File: config.mk
export PLATFORM = sky130hd
export DESIGN_NAME = ea_unit
export DESIGN_NICKNAME = d
export VERILOG_FILES = /design/src/rtl/ea_pkg.sv /design/src/rtl/ea_calc.sv /design/src/rtl/ea_fetch.sv /design/src/rtl/ea_unit.sv
export SDC_FILE = /design/constraint.sdc
export NUM_CORES = 1
export LEC_CHECK = 0
export BUFFER_PORTS_ARGS = -buffer_cell sky130_fd_sc_hd__buf_2
export CAP_MARGIN = 30
export CORE_UTILIZATION = 54
export DETAILED_ROUTE_END_ITERATION = 6
export PLACE_DENSITY = 0.81
export REMOVE_ABC_BUFFERS = 1
export SYNTH_ARGS = -nofsm -noshare
export SYNTH_HDL_FRONTEND = slang
export SYNTH_SLANG_ARGS = --single-unit
File: constraint.sdc
create_clock -name clk -period 2.8 [get_ports clk]
set_input_delay 0.56 -clock clk [delete_from_list [all_inputs] [get_ports clk]]
set_output_delay 0.56 -clock clk [all_outputs]
set_load 0.01 [all_outputs]
File: src/rtl/ea_pkg.sv
package ea_pkg;
  localparam int ADDR_W  = 16;
  localparam int SHORT_W = 8;
  localparam int MODE_W  = 4;
  localparam int PAGE_W  = ADDR_W - SHORT_W;

  typedef logic [ADDR_W-1:0]  addr_t;
  typedef logic [SHORT_W-1:0] short_t;

  typedef enum logic [MODE_W-1:0] {
    AM_REG     = 4'd0,
    AM_IND     = 4'd1,
    AM_DISP    = 4'd2,
    AM_POSTINC = 4'd3,
    AM_PREDEC  = 4'd4,
    AM_ABS_S   = 4'd5,
    AM_ABS_L   = 4'd6,
    AM_PCREL   = 4'd7,
    AM_MEMIND  = 4'd8,
    AM_IMM_S   = 4'd9,
    AM_IMM_L   = 4'd10
  } amode_e;

  typedef struct packed {
    addr_t ea;
    addr_t data;
    addr_t wb_val;
    logic  wb_en;
    logic  is_reg;
    logic  is_imm;
    logic  need_mem;
    addr_t ptr;
  } ea_res_t;

  function automatic addr_t step_of(input logic word);
    return word ? addr_t'(2) : addr_t'(1);
  endfunction

  function automatic addr_t top_page(input short_t s);
    return {{PAGE_W{1'b1}}, s};
  endfunction

  function automatic addr_t bottom_page(input short_t s);
    return {{PAGE_W{1'b0}}, s};
  endfunction

  function automatic addr_t sext_short(input short_t s);
    return {{PAGE_W{s[SHORT_W-1]}}, s};
  endfunction

  function automatic addr_t add_wrap(input addr_t a, input addr_t b);
    return a + b;
  endfunction

  function automatic addr_t sub_wrap(input addr_t a, input addr_t b);
    return a - b;
  endfunction
endpackage

File: src/rtl/ea_calc.sv
module ea_calc
  import ea_pkg::*;
(
  input  logic [MODE_W-1:0] mode,
  input  logic              size_word,
  input  addr_t             reg_val,
  input  addr_t             field,
  input  addr_t             pc,
  output ea_res_t           res
);
  addr_t  step;
  short_t fshort;

  assign step   = step_of(size_word);
  assign fshort = field[SHORT_W-1:0];

  always_comb begin
    res = '0;
    case (mode)
      AM_IND:     res.ea = reg_val;
      AM_DISP:    res.ea = add_wrap(reg_val, field);
      AM_POSTINC: begin
        res.ea     = reg_val;
        res.wb_en  = 1'b1;
        res.wb_val = add_wrap(reg_val, step);
      end
      AM_PREDEC:  begin
        res.ea     = sub_wrap(reg_val, step);
        res.wb_en  = 1'b1;
        res.wb_val = sub_wrap(reg_val, step);
      end
      AM_ABS_S:   res.ea = top_page(fshort);
      AM_ABS_L:   res.ea = field;
      AM_PCREL:   res.ea = add_wrap(pc, sext_short(fshort));
      AM_MEMIND:  begin
        res.need_mem = 1'b1;
        res.ptr      = bottom_page(fshort);
      end
      AM_IMM_S:   begin
        res.is_imm = 1'b1;
        res.data   = bottom_page(fshort);
      end
      AM_IMM_L:   begin
        res.is_imm = 1'b1;
        res.data   = field;
      end
      default:    res.is_reg = 1'b1;
    endcase
  end
endmodule

File: src/rtl/ea_fetch.sv
module ea_fetch
  import ea_pkg::*;
(
  input  logic  clk,
  input  logic  rst_n,
  input  logic  launch,
  input  addr_t ptr_in,
  input  logic  mem_ack,
  output logic  mem_req,
  output addr_t mem_addr,
  output logic  busy,
  output logic  done
);
  always_ff @(posedge clk) begin
    if (!rst_n) begin
      mem_req  <= 1'b0;
      mem_addr <= '0;
    end else if (mem_req) begin
      if (mem_ack) mem_req <= 1'b0;
    end else if (launch) begin
      mem_req  <= 1'b1;
      mem_addr <= ptr_in;
    end
  end

  assign busy = mem_req;
  assign done = mem_req && mem_ack;

  a_r9_req_hold: assert property (@(posedge clk) disable iff (!rst_n)
    mem_req && !mem_ack |=> mem_req && $stable(mem_addr));
  a_r9_bottom_page: assert property (@(posedge clk) disable iff (!rst_n)
    mem_req |-> mem_addr[ADDR_W-1:SHORT_W] == '0);
  a_r9_release: assert property (@(posedge clk) disable iff (!rst_n)
    mem_req && mem_ack |=> !mem_req);
endmodule

File: src/rtl/ea_unit.sv
module ea_unit
  import ea_pkg::*;
(
  input  logic        clk,
  input  logic        rst_n,
  input  logic        start,
  input  logic [3:0]  mode,
  input  logic        size_word,
  input  logic [15:0] reg_val,
  input  logic [15:0] field,
  input  logic [15:0] pc,
  input  logic        mem_ack,
  input  logic [15:0] mem_rdata,
  output logic        mem_req,
  output logic [15:0] mem_addr,
  output logic        valid,
  output logic [15:0] ea,
  output logic [15:0] data_out,
  output logic        is_reg,
  output logic        is_imm,
  output logic        wb_en,
  output logic [15:0] wb_val
);
  ea_res_t res;
  logic    busy;
  logic    accept;
  logic    fetch_done;
  logic    launch;
  logic    direct_done;

  ea_calc u_calc (
    .mode      (mode),
    .size_word (size_word),
    .reg_val   (reg_val),
    .field     (field),
    .pc        (pc),
    .res       (res)
  );

  assign accept      = start && !busy;
  assign launch      = accept && res.need_mem;
  assign direct_done = accept && !res.need_mem;

  ea_fetch u_fetch (
    .clk      (clk),
    .rst_n    (rst_n),
    .launch   (launch),
    .ptr_in   (res.ptr),
    .mem_ack  (mem_ack),
    .mem_req  (mem_req),
    .mem_addr (mem_addr),
    .busy     (busy),
    .done     (fetch_done)
  );

  always_ff @(posedge clk) begin
    if (!rst_n) begin
      valid    <= 1'b0;
      wb_en    <= 1'b0;
      ea       <= '0;
      data_out <= '0;
      wb_val   <= '0;
      is_reg   <= 1'b0;
      is_imm   <= 1'b0;
    end else begin
      valid <= 1'b0;
      wb_en <= 1'b0;
      if (direct_done) begin
        valid    <= 1'b1;
        wb_en    <= res.wb_en;
        ea       <= res.ea;
        data_out <= res.data;
        wb_val   <= res.wb_val;
        is_reg   <= res.is_reg;
        is_imm   <= res.is_imm;
      end else if (fetch_done) begin
        valid    <= 1'b1;
        ea       <= mem_rdata;
        data_out <= '0;
        wb_val   <= '0;
        is_reg   <= 1'b0;
        is_imm   <= 1'b0;
      end
    end
  end

  a_r10_valid_after_start: assert property (@(posedge clk) disable iff (!rst_n)
    accept && mode != AM_MEMIND |=> valid);
  a_r4_wb_with_valid: assert property (@(posedge clk) disable iff (!rst_n)
    wb_en |-> valid && !is_reg && !is_imm);
  a_r1_flags_exclusive: assert property (@(posedge clk) disable iff (!rst_n)
    valid |-> !(is_reg && is_imm));
  a_r12_wait_no_valid: assert property (@(posedge clk) disable iff (!rst_n)
    mem_req && !mem_ack |=> !valid);
  a_r13_reset_quiet: assert property (@(posedge clk)
    !rst_n |=> !valid && !mem_req && !wb_en);
endmodule

Yosys cells after proc, flatten, opt, wreduce, memory -nomap -nowiden
Index checks and enable logic that the tools add are counted.
W data, S select, Z words.
Storage, ports and cells
  output and inout port bits: 69
  register bits: 69
Cells by class
  $add $sub $neg: 4
  reductions and logical operators: 12
  equality and inequality tests: 10
  bitwise operators: 1
  multiplexer cells: 20
Operators by type and width (count)
  $pmux W16 S6: 1
  $mux W16: 5
  $add A16 B16 Y16: 3
  $pmux W17 S2: 1
  $pmux W16 S2: 1
  $mux W17: 1
  $eq A4 B3 Y1 const B: 4
  $sub A16 B16 Y16: 1
  $eq A4 B4 Y1 const B: 3
  $mux W1: 10
  $reduce_or A10 Y1: 1
  $eq A4 B2 Y1 const B: 2
  $eq A4 B1 Y1 const B: 1
  $logic_and A1 B1 Y1: 4
  $reduce_and A2 Y1: 2
  $reduce_or A2 Y1: 2
  $logic_not A1 Y1: 2
  $mux W2: 1
  $reduce_bool A2 Y1: 1
  $not A1 Y1: 1

Depth between registers and ports, before layout
Gate-level depths: netlist of run 1.
  word-level depth: 5
  gate-level depth with buffers: 10
  mapped depth without buffers: 9

Modules after synthesis
From an unflattened synthesis of run 1, not the netlist that was laid out.
Unflattened totals
  cells, all modules: 728
  area total of the unflattened synthesis: 5958.2 um^2
By module, submodules not included
  ea_calc: instances 1, area an instance 3206.8 um^2, sequential area each 0.0 um^2, cells each 488
  ea_unit: instances 1, area an instance 2042.0 um^2, sequential area each 1041.0 um^2, cells each 164
  ea_fetch: instances 1, area an instance 709.4 um^2, sequential area each 340.3 um^2, cells each 76

Worst setup path before layout of run 1
No wires, ideal clock.
  path type: input-to-reg
  from: in reg_val[0]
  to: reg ea[14]
  required time: 2.709 ns
  stages on the path: 9
  path buffers: 0
  setup time: 0.091 ns
  data arrival time: 2.323 ns
  setup slack: 0.386 ns
  path through: ha_1 > inv_1 > fa_1 > and2b_1 > o31ai_1 > a2111oi_0 > or3_1 > nand3_1 > a311oi_1
Between the ends
  cells in the longest elaborated chain, start to end: 3
  elaborated cells between the ends (all ways): 4
RTL lines
  start, declared: RTL line ea_unit.sv:9  | input logic [15:0] reg_val,
  $sub A16 B16 Y16 or $add A16 B16 Y16 (tied branches): RTL line ea_pkg.sv:56, ea_pkg.sv:52
  $pmux W16 S6 *: RTL line ea_calc.sv:19  | case (mode)
  $mux W16 *: RTL line ea_unit.sv:68  | if (direct_done) begin
  end signal, assigned: RTL line ea_unit.sv:71  | ea <= res.ea;
  end signal, assigned: RTL line ea_unit.sv:78  | ea <= mem_rdata;
  end, declared: RTL line ea_unit.sv:17  | output logic [15:0] ea,
Every way passes the cells marked *; elsewhere a longest branch is shown, timed or not.
A chain may end at the register's enable or synchronous reset.

Worst setup path after layout of run 1
  from: in field[0]
  to: reg ea[14]
Between the ends
  cells in the longest elaborated chain, start to end: 3
  elaborated cells between the ends (all ways): 4
RTL lines
  start, declared: RTL line ea_unit.sv:10  | input logic [15:0] field,
  $add A16 B16 Y16: RTL line ea_pkg.sv:52  | return a + b;
  $pmux W16 S6 *: RTL line ea_calc.sv:19
  $mux W16 *: RTL line ea_unit.sv:68
Marks and branches as above.

==> results of run 1 <==
## placed cells by master, fill, tap and decap left out, types with 21 or more instances in the layout
master     n
a21oi_1   63
a22o_1    24
buf_2    133
buf_4     29
dfxtp_1   61
ha_1      35
inv_1     21
nand2_1   68
nand3_1   27
nor2_1    34
o21ai_0   63
## per-stage QoR
stage	std cells	area, um^2	power, mW
4_1_cts	975	6531	2.809
5_1_grt	975	6531	2.944
3_5_place_dp	959	6261	1.732
3_3_place_gp	959	6261	1.715
6_report	975	6531	2.832
2_1_floorplan	664	5211	1.417
## path summary, 6_finish.rpt
| kind | startpoint | to | slack, ns |
|---|---|---|---|
| max | field[0] | ea[14] | 0.33 |
| min reg2reg | wb_val[11] | wb_val[11] | 0.44 |
| min | wb_val[11] | wb_val[11] | 0.44 |
| max reg2reg | u_fetch.busy | ea[9] | 0.83 |
## area by class of cell
type	instances	area share
multi-input cells	579	0.5971
flip-flops and latches	61	0.1870
repair buffers	162	0.1352
well taps	133	0.02548
clock inverters	7	0.02241
clock buffers	9	0.01897
inverters	24	0.01379
## power groups by stage
stage	Combinational, mW	Sequential, mW	Clock, mW
global placement	0.785	0.930	0
global route	0.899	0.913	1.13
detailed placement	0.802	0.930	0
CTS	0.810	0.910	1.09
finish	0.832	0.910	1.09
floorplan	0.475	0.942	0
## per-layer routing
metal / share of wire / GRT usage / vias to the layer above
met5: 0 / 0 / -
met4: 0.032 / 0.1549 / 0
met3: 0.11 / 0.06703 / 62
met2: 0.45 / 0.5823 / 436
met1: 0.41 / 0.5052 / 2938
li1: - / - / 2937
## critical path, delay by kind of cell
family / cells / cell delay, ns
simple gates: 3 / 0.50
compound gates: 3 / 0.78
buf+inv: 2 / 0.21
fa+ha+maj: 2 / 0.68
## kinds of logic (layout without fill, tap and decap cells)
kind of cell	Yosys count	count (layout)	share of synthesized area
AO/OA/AOI/OAI	290	290	0.3595
AND/OR/NAND/NOR	213	213	0.2083
buffers and inverters	73	202	0.06391
flip-flops	61	61	0.2244
adder cells (fa/ha/maj)	39	39	0.09517
XOR/XNOR	24	24	0.03862
multiplexers	5	5	0.009425
other	1	8	0.0006890
==> impl_metrics.yaml, run 1 <==
status:
  status: "finished clean"
synthesis:
  synth_ff_type: "dfxtp_1"
  synthMostInstantiatedCell: "nand2_1"
  yosysWarnings: 0
  synth_largest_area_cell: "dfxtp_1"
  synth.distinct_cells: 86
  avgSynthCellArea_um2: 7.709
  synth_area_leaders: "dfxtp_1, ha_1, a21oi_1"
  synthDominantCellAreaShare: 0.2244
  ys_seq_area_frac: 0.2244
  async_flop_share: 0
  ys_seq_elements: 61
  synth_commonest_cells: "nand2_1, a21oi_1, o21ai_0, dfxtp_1, ha_1"
  netlist_area_mm2: 0.005443
  netlist_instances: 706
  synth_edf_count: 0
clock_tree:
  hold_buffers: 0
  cts_htree_levels: 3
  clk_path_buf_depth: 2
  post_cts_buffers: 0
  path_clk_slew_ns: 0.08
  clkLatencyLatePin_ns: 0.36
  cts_root_buf: "clkbuf_8"
  numCtsBuffers: 9
  tritoncts: "built"
  cts_resized: 0
  clock-sinks: 61
sta:
  fin_ws_ns: 0.3346
  rsz0062_at_grt: "false"
  min_period_ns: 2.465
  tightestPinTransition_ns: 0.6763
  maxSlewHeadroom: 0.5475
  fin_crit_sh: 0.8805
  finClkSkew_ns: 0.006049
  slew_viol_final: 0
  whs_ns: 0.4408
  finalSetupTns_ns: 0
  setup_viol: 0
  max_freq_ghz: 0.4056
  hold_viol_final: 0
power_and_ir_drop:
  ir_worst_vdd_uv: 278.9
  p_leak_nw: 2.873
  p_sw_uw: 932.0
  switching_share: 0.3291
  p_per_area_mw_per_mm2: 433.6
  p_clk_frac: 0.385
  p_int_mw: 1.900
  combinationalPowerShare: 0.294
  p_seq_frac: 0.321
critical_path:
  critPathMaxFanout: 5
  cp.required_ns: 3.08
  crit_chain: "buf_2 > ha_1 > inv_1 > fa_1 > nor2b_1 > o31ai_2 > a2111oi_1 > nor3_1 > nand3b_1 > a311oi_1"
  end_kind: "flop"
  max_stage_delay_ns: 0.44
  reg2reg_depth: 7
  slowest_stage: "a2111oi_1"
  cp-start-kind: "input pin"
  path_class: "in -> reg"
  crit_arrival_ns: 2.74
cells_and_area:
  seqCellArea_mm2: 0.001221
  fin_nets: 949
  drive_gt1_frac: 0.2387
  fillers: 863
  multiInputGateArea_mm2: 0.003900
  largestRegisters: "data_out (16), ea (16), wb_val (16)"
  n_antenna_cell: 0
  area_delta_synth_final_pct: 20.00
  fin_util: 0.6682
place:
  dp_slack_ns: 0.05671
  portBuffers: 133
  place_hpwl_um: 14840
  globalplace.congestion: 0.9435
floorplan:
  die_h_um: 102.4
  design.die.area_mm2: 0.01048
  io_pins: 142
  rows: 36
  die_x_um: 102.4
  core_mm2: 0.009774
  initial_core_util: 0.5568
job:
  drv_cap: 0
route:
  drc_errors: 0
  drt-initial-drc-count: 602
  vias: 6373
  vias_per_cell: 6.536
  routed_wl_um: 19470
  ant_nets: 0
  wl_per_cell_um: 19.97
  first_pass_iters: 6
global_route:
  grt_use_total: 0.3730
  grt_start_max_net_pins: 26
  grt_pass1_vias: 5676
  grt_pass1_wl_um: 29680
  antenna_found_initial: 0
  grt.overflow.total: 0
worst_hold_path:
  hold_path_class: "reg -> reg"
  worstHoldPathCells: 2
Power figures use the tool's default switching activity.
==> run 2, diff against run 1 <==
- CORE_MARGIN: unset -> 2
- SKIP_CTS_REPAIR_TIMING: unset -> 1
==> run 2 against run 1 <==
Against the previous run:
- clock power is 21% lower
- critical path depth is 2 lower
- first-iteration DRC count is 2.0% lower
- register-to-register slack worse by 0.02 ns
- hold slack better by 0.0081 ns
- critical path type unchanged
==> impl_metrics.yaml, run 2 (synthesized netlist as in run 1, its figures left out) <==
clock_tree:
  clock-sinks: 61
  numCtsBuffers: 9
  cts_htree_levels: 3
  clkLatencyLatePin_ns: 0.35
  tritoncts: "built"
  cts_root_buf: "clkbuf_8"
  clk_path_buf_depth: 2
  path_clk_slew_ns: 0.09
power_and_ir_drop:
  p_per_area_mw_per_mm2: 399.5
  p_total_mw: 2.633
  p_leak_nw: 2.912
  ir_worst_vdd_uv: 221.1
worst_hold_path:
  worstHoldPathCells: 2
  min_from: "wb_val[13]"
  hold_end: "wb_val[13]"
  hold_path_class: "reg -> reg"
global_route:
  antenna_found_initial: 0
  grt_pass1_vias: 5877
  grtUsageMet1: 0.4919
  grt_use_total: 0.3602
  grt_start_max_net_pins: 35
  grt.overflow.total: 0
  grt.met2_usage: 0.5822
  grtUsageMet3: 0.05576
  grt_pass1_wl_um: 31130
  grt.busiest_layer: "met2"
sta:
  finClkSkew_ns: 0.01054
  fin_crit_sh: 0.8849
  slew_viol_final: 0
  finalSetupTns_ns: 0
  tightestPinTransition_ns: 0.8595
  min_period_ns: 2.478
  rsz0062_at_grt: "false"
  hold_viol_final: 0
  max_freq_ghz: 0.4036
  maxSlewHeadroom: 0.4249
  setup_viol: 0
  whs_ns: 0.4489
place:
  globalplace.congestion: 0.9905
  place_hpwl_um: 16030
  portBuffers: 133
floorplan:
  core_mm2: 0.009774
  initial_core_util: 0.5568
  die_h_um: 104.4
  io_pins: 142
  rows: 36
  die_x_um: 104.4
  design.die.area_mm2: 0.01090
route:
  drc_errors: 0
  vias: 6332
  drt-initial-drc-count: 590
  ant_nets: 0
  first_pass_iters: 7
  routed_wl_um: 20470
  vias_per_cell: 6.409
  wl_per_cell_um: 20.71
cells_and_area:
  largestRegisters: "data_out (16), ea (16), wb_val (16)"
  fin_nets: 962
  multiInputGateArea_mm2: 0.003900
  layout_commonest_cell: "buf_2"
  layout_common_cells: "buf_2, nand2_1, o21ai_0, a21oi_1, dfxtp_1"
  n_antenna_cell: 0
  drive_gt1_frac: 0.2503
  area_delta_synth_final_pct: 21.08
  seqCellArea_mm2: 0.001221
  fillers: 874
job:
  drv_cap: 0
critical_path:
  rrSetupSlack_ns: 0.81
  cp-start-kind: "input pin"
  crit_arrival_ns: 2.74
  end_kind: "flop"
  reg2reg_from: "u_fetch.busy"
  path_class: "in -> reg"
  critPathMaxFanout: 5
  r2r_end: "ea[5]"
  reg2reg_depth: 5
  cp.required_ns: 3.07
status:
  status: "finished clean"
run 2: worst max-delay path: stages:
cell and delay (ns):
buf_2 0.14, ha_1 0.31, a211oi_1 0.56, o21ai_1 0.29, a41oi_1 0.37, a21oi_1 0.13
mux2i_1 0.14, a311oi_1 0.23
run 2: how the worst max path moves through the flow:
stage / start / depth (start not counted) / slack [ns] / to
global placement: field[0] / 10 / 0.05 / ea[14]
finish: field[1] / 8 / 0.32 / ea[15]
detailed placement: field[0] / 10 / 0.02 / ea[14]
CTS: field[0] / 10 / 0.36 / ea[14]
floorplan: mode[0] / 5 / 0.08 / wb_val[12]
global route: field[0] / 10 / 0.14 / ea[14]
run 2: layout make-up:
class / count / share of cell area
Clock buffer: 10 / 0.02088
Clock inverter: 6 / 0.01044
Inverter: 24 / 0.01367
Multi-Input combinational cell: 579 / 0.5918
Sequential cell: 61 / 0.1853
Tap cell: 133 / 0.02525
Timing Repair Buffer: 175 / 0.1526
run 2: routing by layer:
layer | part of all wire | vias up
met1 | 0.41 | 2948
met3 | 0.10 | 39
li1 | - | 2953
met5 | 0 | -
met2 | 0.46 | 392
met4 | 0.021 | 0
run 2: report_power, final:
part           total, mW  internal, mW  leakage [nW]  switching, mW
clock network      0.861         0.442         0.103          0.419
logic              0.862         0.335          2.31          0.527
registers          0.910         0.895         0.496         0.0150
run 2: through the flow:
stage               std cells  cell area [um^2]  utilization  worst slack (ns)
finish                    988              6590       0.6742            0.3224
CTS                       988              6590       0.6742            0.3609
global route              988              6590       0.6742            0.1430
detailed placement        972              6384       0.6531           0.02188
floorplan                 664              5211            -           0.08305
global placement          972              6384       0.6531           0.05312
==> run 3, diff against run 2 <==
- CAP_MARGIN: 30 -> 10
- PLACE_DENSITY: 0.81 -> 0.8
- SYNTH_HIERARCHICAL: unset -> 1
==> run 3 against run 2 <==
Against the previous run:
- cell area increased by 12%
- flip-flop and latch count is 8 higher
- clock power fell by 2.7%
- sequential power up 13%
- highest routed layer unchanged
- non-clock buffer count is 52 higher
==> impl_metrics.yaml, run 3 <==
floorplan:
  die_x_um: 109.0
  design.die.area_mm2: 0.01189
  rows: 38
  initial_core_util: 0.5521
  io_pins: 142
  die_h_um: 109.0
  core_mm2: 0.01079
route:
  met1_length_um: 8330
  top_layer: "met4"
  vias: 6431
  drt-initial-drc-count: 517
  first_pass_iters: 5
  vias_per_cell: 6.084
  wl_met2_um: 8996
  routed_wl_um: 19020
  drc_errors: 0
  wl_per_cell_um: 17.99
  wl_met3_um: 1275
  ant_nets: 0
global_route:
  grt_start_max_net_pins: 36
  antenna_found_initial: 0
  grt_pass1_vias: 6116
  grt_use_total: 0.3207
  grt.overflow.total: 0
  grt_pass1_wl_um: 29930
clock_tree:
  clkLatencyLatePin_ns: 0.37
  clock-sinks: 69
  cts_root_buf: "clkbuf_8"
  path_clk_slew_ns: 0.09
  tritoncts: "built"
  cts_htree_levels: 3
  numCtsBuffers: 9
  clk_path_buf_depth: 2
synthesis:
  netlist_area_mm2: 0.005958
  synthDominantCellAreaShare: 0.2318
  avgSynthCellArea_um2: 8.184
  yosysWarnings: 6
  synth.distinct_cells: 69
  netlist_instances: 728
  async_flop_share: 0
  synth_commonest_cells: "nand2_1, dfxtp_1, nor2_1, a21oi_1, mux2i_1"
  ys_seq_elements: 69
  synth_largest_area_cell: "dfxtp_1"
  synth_edf_count: 0
  synthMostInstantiatedCell: "nand2_1"
  synth_ff_type: "dfxtp_1"
  synth_area_leaders: "dfxtp_1, ha_1, mux2i_1"
  ys_seq_area_frac: 0.2318
critical_path:
  crit_arrival_ns: 2.84
  critPathMaxFanout: 4
  end_kind: "flop"
  cp.required_ns: 3.02
  cp-start-kind: "input pin"
  path_class: "in -> reg"
job:
  drv_cap: 0
sta:
  hold_viol_final: 0
  slew_viol_final: 0
  setup_viol: 0
  max_freq_ghz: 0.3826
  min_period_ns: 2.614
  maxSlewHeadroom: 0.4867
  fin_ws_ns: 0.1863
  rsz0062_at_grt: "false"
  fin_crit_sh: 0.9335
  tightestPinTransition_ns: 0.7652
  finClkSkew_ns: 0.01001
cells_and_area:
  drive_gt1_frac: 0.2999
  fin_util: 0.6837
  final_cells: 1057
  layout_common_cells: "buf_2, buf_4, nand2_1"
  n_antenna_cell: 0
  fin_nets: 1024
  layout_commonest_cell: "buf_2"
  area_delta_synth_final_pct: 23.86
power_and_ir_drop:
  p_leak_nw: 3.229
  ir_worst_vdd_uv: 260.9
  p_per_area_mw_per_mm2: 381.8
  p_total_mw: 2.818
place:
  place_hpwl_um: 14760
  dp_slack_ns: -0.1503
  portBuffers: 141
  globalplace.congestion: 0.8996
  dp.cells: 1041
worst_hold_path:
  hold_path_class: "reg -> reg"
status:
  status: "finished clean"
run 3: cell count changes after synthesis, sizes merged, moves of 14 or more:
cell | previous run | this run
o21ai | 74 | 34
mux2i | 4 | 37
a32o | 4 | 34
and2 | 4 | 30
a22o | 24 | 2
a221oi | 1 | 22
a21oi | 63 | 46
nand3 | 28 | 12
nor2 | 37 | 51
run 3: routing by layer:
metal  GRT usage  vias up
li1            -     3063
met4      0.1126        0
met1      0.4160     3018
met3     0.04901       45
met2      0.5399      305
met5           0        -
run 3: power breakdown:
group / total (mW) / internal (mW) / switching, mW
clock network: 0.838 / 0.354 / 0.484
registers: 1.03 / 1.01 / 0.0170
logic: 0.948 / 0.413 / 0.535
total: 2.82 / 1.78 / 1.04
run 3: area by class of cell:
type | count | area, um^2
inverter | 18 | 67.56
sequential | 69 | 1381
tap | 140 | 175.2
clock buffer | 9 | 123.9
clock inverter | 7 | 71.32
fill | 907 | 3413
multi-input combinational | 587 | 4197
timing repair buffer | 227 | 1364
run 3: worst paths after layout:
kind / startpoint / endpoint / slack, ns / depth (start not counted)
max reg2reg: u_fetch/busy / ea[9] / 1.03 / 4
min reg2reg: u_fetch/mem_addr[0] / u_fetch/mem_addr[0] / 0.46 / 2
min: u_fetch/mem_addr[0] / u_fetch/mem_addr[0] / 0.46 / 2
max: field[0] / ea[8] / 0.19 / 13
run 3: through the flow:
stage               setup TNS (ns)  hold WS [ns]  area, um^2
floorplan                   -52.00        0.4790        5620
global placement           -0.5679        0.4389        7184
detailed placement         -0.9989        0.4485        7184
CTS                              0        0.4612        7380
global route                     0        0.4864        7380
finish                           0        0.4627        7380
run 3: critical path, stage by stage:
cell      delay (ns)
buf_2           0.09
buf_4           0.11
ha_1            0.20
inv_1           0.07
fa_1            0.41
nand2b_1        0.19
a21oi_1         0.20
nor2b_1         0.12
o21ai_0         0.22
xor2_1          0.10
a221o_1         0.36
nor2_1          0.15
a221oi_2        0.07
run 3: cells by family (layout without fill, tap and decap cells):
family / Yosys count / after routing / synth area share
buf+inv: 79 / 261 / 0.07245
flops: 69 / 69 / 0.2318
simple gates: 244 / 244 / 0.2068
mux: 37 / 37 / 0.06216
fa+ha+maj: 39 / 39 / 0.08694
compound gates: 222 / 222 / 0.2848
other cells: 1 / 8 / 0.0006294
xor+xnor: 37 / 37 / 0.05439
